$ cat config.mk
export PLATFORM = sky130hd
export DESIGN_NAME = presettable_counter
export DESIGN_NICKNAME = d
export VERILOG_FILES = /design/src/rtl/cnt_pkg.sv /design/src/rtl/cnt_ctrl.sv /design/src/rtl/cnt_next.sv /design/src/rtl/cnt_state.sv /design/src/rtl/cnt_carry.sv /design/src/rtl/presettable_counter.sv
export SDC_FILE = /design/constraint.sdc
export NUM_CORES = 1
export LEC_CHECK = 0
export ABC_CLOCK_PERIOD_IN_PS = 1800
export BUFFER_PORTS_ARGS = -buffer_cell sky130_fd_sc_hd__buf_2
export CORE_AREA = 2 2 39 41
export DETAILED_ROUTE_END_ITERATION = 8
export DIE_AREA = 0 0 41 43
export PLACE_DENSITY = 0.44
export REMOVE_ABC_BUFFERS = 1
export SYNTH_ARGS = -nofsm -noshare
export SYNTH_HDL_FRONTEND = slang
export SYNTH_SLANG_ARGS = --single-unit
$ cat constraint.sdc
create_clock -name clk_i -period 1.8 [get_ports clk_i]
set_input_delay 0.27 -clock clk_i [delete_from_list [all_inputs] [get_ports clk_i]]
set_output_delay 0.27 -clock clk_i [all_outputs]
set_load 0.01 [all_outputs]
$ cat src/rtl/cnt_pkg.sv
`timescale 1ns/1ps
package cnt_pkg;

  typedef enum logic [1:0] {
    OP_HOLD  = 2'd0,
    OP_COUNT = 2'd1,
    OP_LOAD  = 2'd2
  } cnt_op_e;

  function automatic int term_value(input bit decade, input int width);
    return decade ? 9 : (1 << width) - 1;
  endfunction

endpackage

$ cat src/rtl/cnt_ctrl.sv
`timescale 1ns/1ps
// Per-edge operation select: load beats count, count beats hold.
module cnt_ctrl
  import cnt_pkg::*;
(
  input  logic    load_ni,
  input  logic    en_p_i,
  input  logic    en_t_i,
  output cnt_op_e op_o
);

  always_comb begin
    if (!load_ni)                op_o = OP_LOAD;
    else if (en_p_i && en_t_i)   op_o = OP_COUNT;
    else                         op_o = OP_HOLD;
  end

endmodule

$ cat src/rtl/cnt_next.sv
`timescale 1ns/1ps
module cnt_next
  import cnt_pkg::*;
#(
  parameter int WIDTH  = 4,
  parameter bit DECADE = 1'b0
) (
  input  logic [WIDTH-1:0] q_i,
  input  logic [WIDTH-1:0] data_i,
  input  cnt_op_e          op_i,
  output logic [WIDTH-1:0] d_o
);

  localparam int              TERM   = term_value(DECADE, WIDTH);
  localparam logic [WIDTH-1:0] TERM_W = TERM[WIDTH-1:0];

  logic [WIDTH-1:0] inc;

  generate
    if (DECADE) begin : g_dec
      // Out-of-range values fall through the natural wrap back into 0..9.
      assign inc = (q_i == TERM_W) ? '0 : q_i + 1'b1;
    end else begin : g_bin
      assign inc = q_i + 1'b1;
    end
  endgenerate

  always_comb begin
    unique case (op_i)
      OP_LOAD:  d_o = data_i;
      OP_COUNT: d_o = inc;
      default:  d_o = q_i;
    endcase
  end

endmodule

$ cat src/rtl/cnt_state.sv
`timescale 1ns/1ps
module cnt_state #(
  parameter int WIDTH    = 4,
  parameter bit SYNC_CLR = 1'b0
) (
  input  logic             clk_i,
  input  logic             rst_ni,
  input  logic [WIDTH-1:0] d_i,
  output logic [WIDTH-1:0] q_o
);

  generate
    if (SYNC_CLR) begin : g_sync
      always_ff @(posedge clk_i) begin
        if (!rst_ni) q_o <= '0;
        else         q_o <= d_i;
      end
    end else begin : g_async
      always_ff @(posedge clk_i or negedge rst_ni) begin
        if (!rst_ni) q_o <= '0;
        else         q_o <= d_i;
      end
    end
  endgenerate

endmodule

$ cat src/rtl/cnt_carry.sv
`timescale 1ns/1ps
module cnt_carry
  import cnt_pkg::*;
#(
  parameter int WIDTH  = 4,
  parameter bit DECADE = 1'b0
) (
  input  logic [WIDTH-1:0] q_i,
  input  logic             en_t_i,
  output logic             carry_o
);

  localparam int              TERM   = term_value(DECADE, WIDTH);
  localparam logic [WIDTH-1:0] TERM_W = TERM[WIDTH-1:0];

  // T is fed forward so a stalled upstream stage blocks the whole chain.
  assign carry_o = en_t_i && (q_i == TERM_W);

endmodule

$ cat src/rtl/presettable_counter.sv
`timescale 1ns/1ps
module presettable_counter
  import cnt_pkg::*;
#(
  parameter int WIDTH    = 4,
  parameter bit DECADE   = 1'b0,
  parameter bit SYNC_CLR = 1'b0
) (
  input  logic             clk_i,
  input  logic             rst_ni,
  input  logic             load_ni,
  input  logic [WIDTH-1:0] data_i,
  input  logic             en_p_i,
  input  logic             en_t_i,
  output logic [WIDTH-1:0] count_o,
  output logic             carry_o
);

  cnt_op_e          op;
  logic [WIDTH-1:0] d;
  logic [WIDTH-1:0] q;

  cnt_ctrl u_ctrl (
    .load_ni (load_ni),
    .en_p_i  (en_p_i),
    .en_t_i  (en_t_i),
    .op_o    (op)
  );

  cnt_next #(.WIDTH(WIDTH), .DECADE(DECADE)) u_next (
    .q_i    (q),
    .data_i (data_i),
    .op_i   (op),
    .d_o    (d)
  );

  cnt_state #(.WIDTH(WIDTH), .SYNC_CLR(SYNC_CLR)) u_state (
    .clk_i  (clk_i),
    .rst_ni (rst_ni),
    .d_i    (d),
    .q_o    (q)
  );

  cnt_carry #(.WIDTH(WIDTH), .DECADE(DECADE)) u_carry (
    .q_i     (q),
    .en_t_i  (en_t_i),
    .carry_o (carry_o)
  );

  assign count_o = q;

endmodule

==> impl_metrics.yaml, run 1 <==
sta:
  fmax_mhz: 671
  tns_ns: 0
  hold_viol_final: 0
  setup_violations: 0
  fin_skew_ns: 0.00183
  min_period_over_period_pct: 82.9
  rsz0062_at_grt: "false"
  drv_slew: 0
  relSlewSlack_pct: 90.6
  finalCriticalPeriod_ns: 1.49
  tightest_slew_ns: 0.136
critical_path:
  worst-endpoint-required_ns: 1.53
  r2r_slack_ns: 0.71
  worstSetupPathType: "flip-flop to output pin"
  rr_startpoint: "u_state.q_o[0]"
  worstPathArrival_ns: 1.22
  r2r_cells: 4
  r2r_end: "u_state.q_o[2]"
  end_kind: "output pin"
  worstSetupStartpointType: "flip-flop"
  endpoint: "carry_o"
  critPathMaxFanout: 4
  crit_start: "u_state.q_o[0]"
flow_run:
  cap_viol_max_count: 0
clock_network:
  hold_buffers: 1
  clk_pin_slew_ns: 0.04
  cts_sinks: 4
  clk_path_buf_depth: 2
  cts_resized: 0
  root_buffer: "clkbuf_4"
  cts_buffers: 3
  cts_setup_buffers: 0
  clkLatencyLatePin_ns: 0.23
  cts_tree: "yes"
  cts-htree-levels: 1
global_routing:
  grt_pass1_vias: 207
  overflow: 0
  grt_max_degree: 9
  grt_use_total_pct: 6.97
  antenna_found_initial: 0
  grt_pass1_wl_um: 786
place:
  gp_congestion: 0.594
  port_buffers: 13
cells_and_area:
  layout_common_cells: "buf_2 (13), nor2_1 (4), dfrtp_1 (4), a21oi_1 (3), clkbuf_4 (3)"
  largest_register: "u_state.q_o"
  largest_reg_flops: 4
  drive_above_1_share_pct: 46.2
  layout_commonest_cell: "buf_2"
  nNetsFinal: 51
  synthToLayoutAreaGrowth_pct: 52.3
  fill_cells: 153
  top_regs: "u_state.q_o (4)"
  n_antenna_cell: 0
floorplan:
  core_mm2: 0.00138
  dieArea_mm2: 0.00176
  io_pins: 14
  std_cell_rows: 14
  chipWidth_um: 41
  initial_core_util_pct: 15.7
  die_height_um: 43
routing:
  drcViolationCount: 0
  wl_um: 509
  num_vias: 217
  via_per_inst: 3.95
  postRouteAntennaNets: 0
  wl_per_cell_um: 9.25
  first_iter_violations: 4
  dr.pass1.iters: 4
synthesis:
  synth_seq_cells: 4
  synth_cells: 23
  avgSynthCellArea_um2: 9.47
  seq_area_frac_synth_pct: 46.0
  ys_warn_count: 0
  syn-cell-area_um2: 218
  synth_cell_types: 13
pwr:
  irDropWorstVdd_mv: 0.481
  power_mw: 0.281
  leakage_nw: 0.160
  p_per_area_mw_per_mm2: 848
outcome:
  status: "finished, final reports clean"
worst_hold_path:
  hold_class: "input port to flip-flop"
through the flow:
stage / instance area, um^2 / utilization (%) / setup slack [ns] / hold slack (ns) / std cells
global placement: 299 / 21.6 / 0.571 / 0.0790 / 51
floorplan: 214 / - / 0.639 / -0.0256 / 22
detailed placement: 299 / 21.6 / 0.551 / 0.0768 / 51
CTS: 332 / 24.0 / 0.297 / 0.284 / 55
finish: 332 / 24.0 / 0.309 / 0.291 / 55
global route: 332 / 24.0 / 0.249 / 0.304 / 55
kinds of logic after synthesis:
group	after synthesis	share of synthesized area [%]
mux	1	4.60
fa+ha+maj	1	5.75
xor+xnor	2	8.05
buf+inv	1	1.72
simple gates	9	21.8
flops	4	46.0
compound gates	5	12.1
worst min path at each step:
| stage | slack (ns) | to | cells past startpoint | from |
|---|---|---|---|---|
| floorplan | -0.03 | u_state.q_o[0] | 0 | rst_ni |
| global placement | 0.08 | u_state.q_o[1] | 1 | rst_ni |
| detailed placement | 0.08 | u_state.q_o[1] | 1 | rst_ni |
| CTS | 0.28 | u_state.q_o[0] | 3 | data_i[0] |
| global route | 0.30 | u_state.q_o[1] | 3 | data_i[1] |
| finish | 0.29 | u_state.q_o[0] | 3 | data_i[0] |
worst max-delay path, stage by stage (launching register included):
cell     delay [ns]
dfrtp_1        0.41
ha_1           0.22
and4_2         0.22
buf_2          0.13
cells in the mapped netlist:
| cell | instances | area [um^2] |
|---|---|---|
| nand2_2 | 1 | 6.26 |
| nor2_1 | 4 | 15.0 |
| and4_2 | 1 | 10.0 |
| dfrtp_1 | 4 | 100 |
| a31oi_1 | 1 | 6.26 |
| mux2i_1 | 1 | 10.0 |
| xor2_1 | 2 | 17.5 |
| a21oi_1 | 3 | 15.0 |
| or3_1 | 1 | 6.26 |
| ha_1 | 1 | 12.5 |
| clkbuf_1 | 1 | 3.75 |
| o21ai_0 | 1 | 5.00 |
| nand3_1 | 2 | 10.0 |
final cells by class:
type / count / area (um^2) / area share, %
clock buffer: 3 / 22.5 / 6.79
timing repair buffer: 14 / 75.1 / 22.6
multi-input combinational: 18 / 114 / 34.3
sequential: 4 / 100 / 30.2
tap: 16 / 20.0 / 6.04
layer usage:
| metal | GRT usage, % | up-vias | share of wire [%] |
|---|---|---|---|
| li1 | - | 113 | - |
| met1 | 10.2 | 90 | 57 |
| met2 | 8.13 | 14 | 32 |
| met3 | 4.71 | 0 | 11 |
| met4 | 2.00 | 0 | 0 |
| met5 | 0 | - | 0 |
report_power, final:
| part | internal, mW | switching (mW) | total [mW] |
|---|---|---|---|
| sequential | 0.101 | 0.0117 | 0.113 |
| combinational | 0.0304 | 0.0308 | 0.0612 |
| clock | 0.0743 | 0.0327 | 0.107 |
Note: power is estimated with default switching activity, not from simulation.
==> inputs of run 2 (changes only) <==
ABC_CLOCK_PERIOD_IN_PS = 1200   (was 1800)
PLACE_DENSITY = 0.45   (was 0.44)
clock period = 1.2 ns   (was 1.8 ns; I/O delays follow)
==> run 2 against run 1 <==
Critical endpoint unchanged. Register-to-register slack worse by 0.64 ns. The flow now finishes with violations (setup timing). Die area unchanged. Clock skew down 0.0015 ns.
==> impl_metrics.yaml, run 2 (synthesized netlist as in run 1, its figures left out) <==
cells_and_area:
  nNetsFinal: 54
  largest_register: "u_state.q_o"
  fill_cells: 157
  top_regs: "u_state.q_o (4)"
  layout_commonest_cell: "buf_2"
  largest_reg_flops: 4
  layout_common_cells: "buf_2 (11), nor2_1 (4), dfrtp_1 (4)"
  synthToLayoutAreaGrowth_pct: 70.1
  utilization_pct: 26.8
  drive_above_1_share_pct: 52.4
  n_antenna_cell: 0
  stdcell_count: 58
global_routing:
  grt_pass1_vias: 202
  grt_pass1_wl_um: 717
  antenna_found_initial: 0
  grt_use_total_pct: 6.46
  grt_max_degree: 9
  overflow: 0
sta:
  rsz0062_at_grt: "true"
  drv_slew: 0
  setup_violations: 1
  hold_viol_final: 0
  finalCriticalPeriod_ns: 1.25
  fin_ws_ns: -0.0543
  min_period_over_period_pct: 105
  fin_skew_ns: 0.000357
  relSlewSlack_pct: 89.5
  tightest_slew_ns: 0.153
  tns_ns: -0.0543
  fmax_mhz: 797
routing:
  wl_um: 568
  via_per_inst: 3.98
  drcViolationCount: 0
  first_iter_violations: 1
  wl_per_cell_um: 9.79
  num_vias: 231
  postRouteAntennaNets: 0
  dr.pass1.iters: 2
clock_network:
  clk_pin_slew_ns: 0.04
  cts_sinks: 4
  root_buffer: "clkbuf_4"
  cts-htree-levels: 1
  clkLatencyLatePin_ns: 0.23
  cts_tree: "yes"
  cts_buffers: 3
  clk_path_buf_depth: 2
place:
  gp_congestion: 0.639
  dp_cells: 52
  port_buffers: 13
critical_path:
  worst-endpoint-required_ns: 1.02
  end_kind: "output pin"
  worstSetupPathType: "flip-flop to output pin"
  worstSetupStartpointType: "flip-flop"
  critPathMaxFanout: 2
  worstPathArrival_ns: 1.07
floorplan:
  dieArea_mm2: 0.00176
  core_mm2: 0.00138
  chipWidth_um: 41
  initial_core_util_pct: 15.7
  io_pins: 14
  die_height_um: 43
  std_cell_rows: 14
pwr:
  power_mw: 0.454
  irDropWorstVdd_mv: 0.331
  leakage_nw: 0.176
  p_per_area_mw_per_mm2: 1230
worst_hold_path:
  hold_class: "input port to flip-flop"
outcome:
  status: "finished, violations left"
  violations: "setup timing"
flow_run:
  cap_viol_max_count: 0
-- run 2: path summary, 6_finish.rpt --
path / startpoint / to / slack (ns) / cells after the start
max: u_state.q_o[1] / carry_o / -0.05 / 3
min: data_i[1] / u_state.q_o[1] / 0.20 / 3
max reg2reg: u_state.q_o[1] / u_state.q_o[3] / 0.07 / 4
min reg2reg: u_state.q_o[3] / u_state.q_o[3] / 0.61 / 2
max in group asynchronous: rst_ni / u_state.q_o[1] / 0.79 / 2
min in group asynchronous: rst_ni / u_state.q_o[0] / 0.30 / 2
-- run 2: timing repair --
item	CTS	global route
setup buffers	2	0
hold endpoints to repair	4	0
hold buffers	1	0
resized for setup	3	1
pin swaps	2	0
setup endpoints to repair	1	2
-- run 2: critical path, stage by stage (launching register included) --
cell     delay (ns)
dfrtp_1        0.37
ha_2           0.19
and4_4         0.17
buf_6          0.11
-- run 2: metrics by stage --
step / cell area (um^2) / setup slack (ns) / hold slack [ns]
finish: 370 / -0.0543 / 0.197
global route: 370 / -0.0922 / 0.226
CTS: 364 / -0.0612 / 0.191
detailed placement: 307 / 0.0718 / -0.0132
global placement: 307 / 0.0748 / -0.0108
floorplan: 214 / 0.129 / -0.116
-- run 2: where the power goes --
| group | leakage [nW] | switching, mW | total (mW) | internal (mW) |
|---|---|---|---|---|
| clock | 0.0138 | 0.0506 | 0.162 | 0.112 |
| sequential | 0.0448 | 0.0132 | 0.165 | 0.152 |
| combinational | 0.118 | 0.0580 | 0.127 | 0.0692 |
| total | 0.176 | 0.122 | 0.454 | 0.332 |
-- run 2: layout make-up --
class	count	area, um^2	area share, %
flip-flops and latches	4	100	27.0
clock buffers	3	22.5	6.08
multi-input cells	18	118	31.8
well taps	16	20.0	5.41
repair buffers	17	110	29.7
-- run 2: metal layers --
layer  wire [um]  vias to the layer above  track usage, %
met5           0                        -               0
met4           0                        0            4.00
li1            -                      119               -
met2         259                       10            8.13
met3          42                        0            4.71
met1         266                      102            7.54
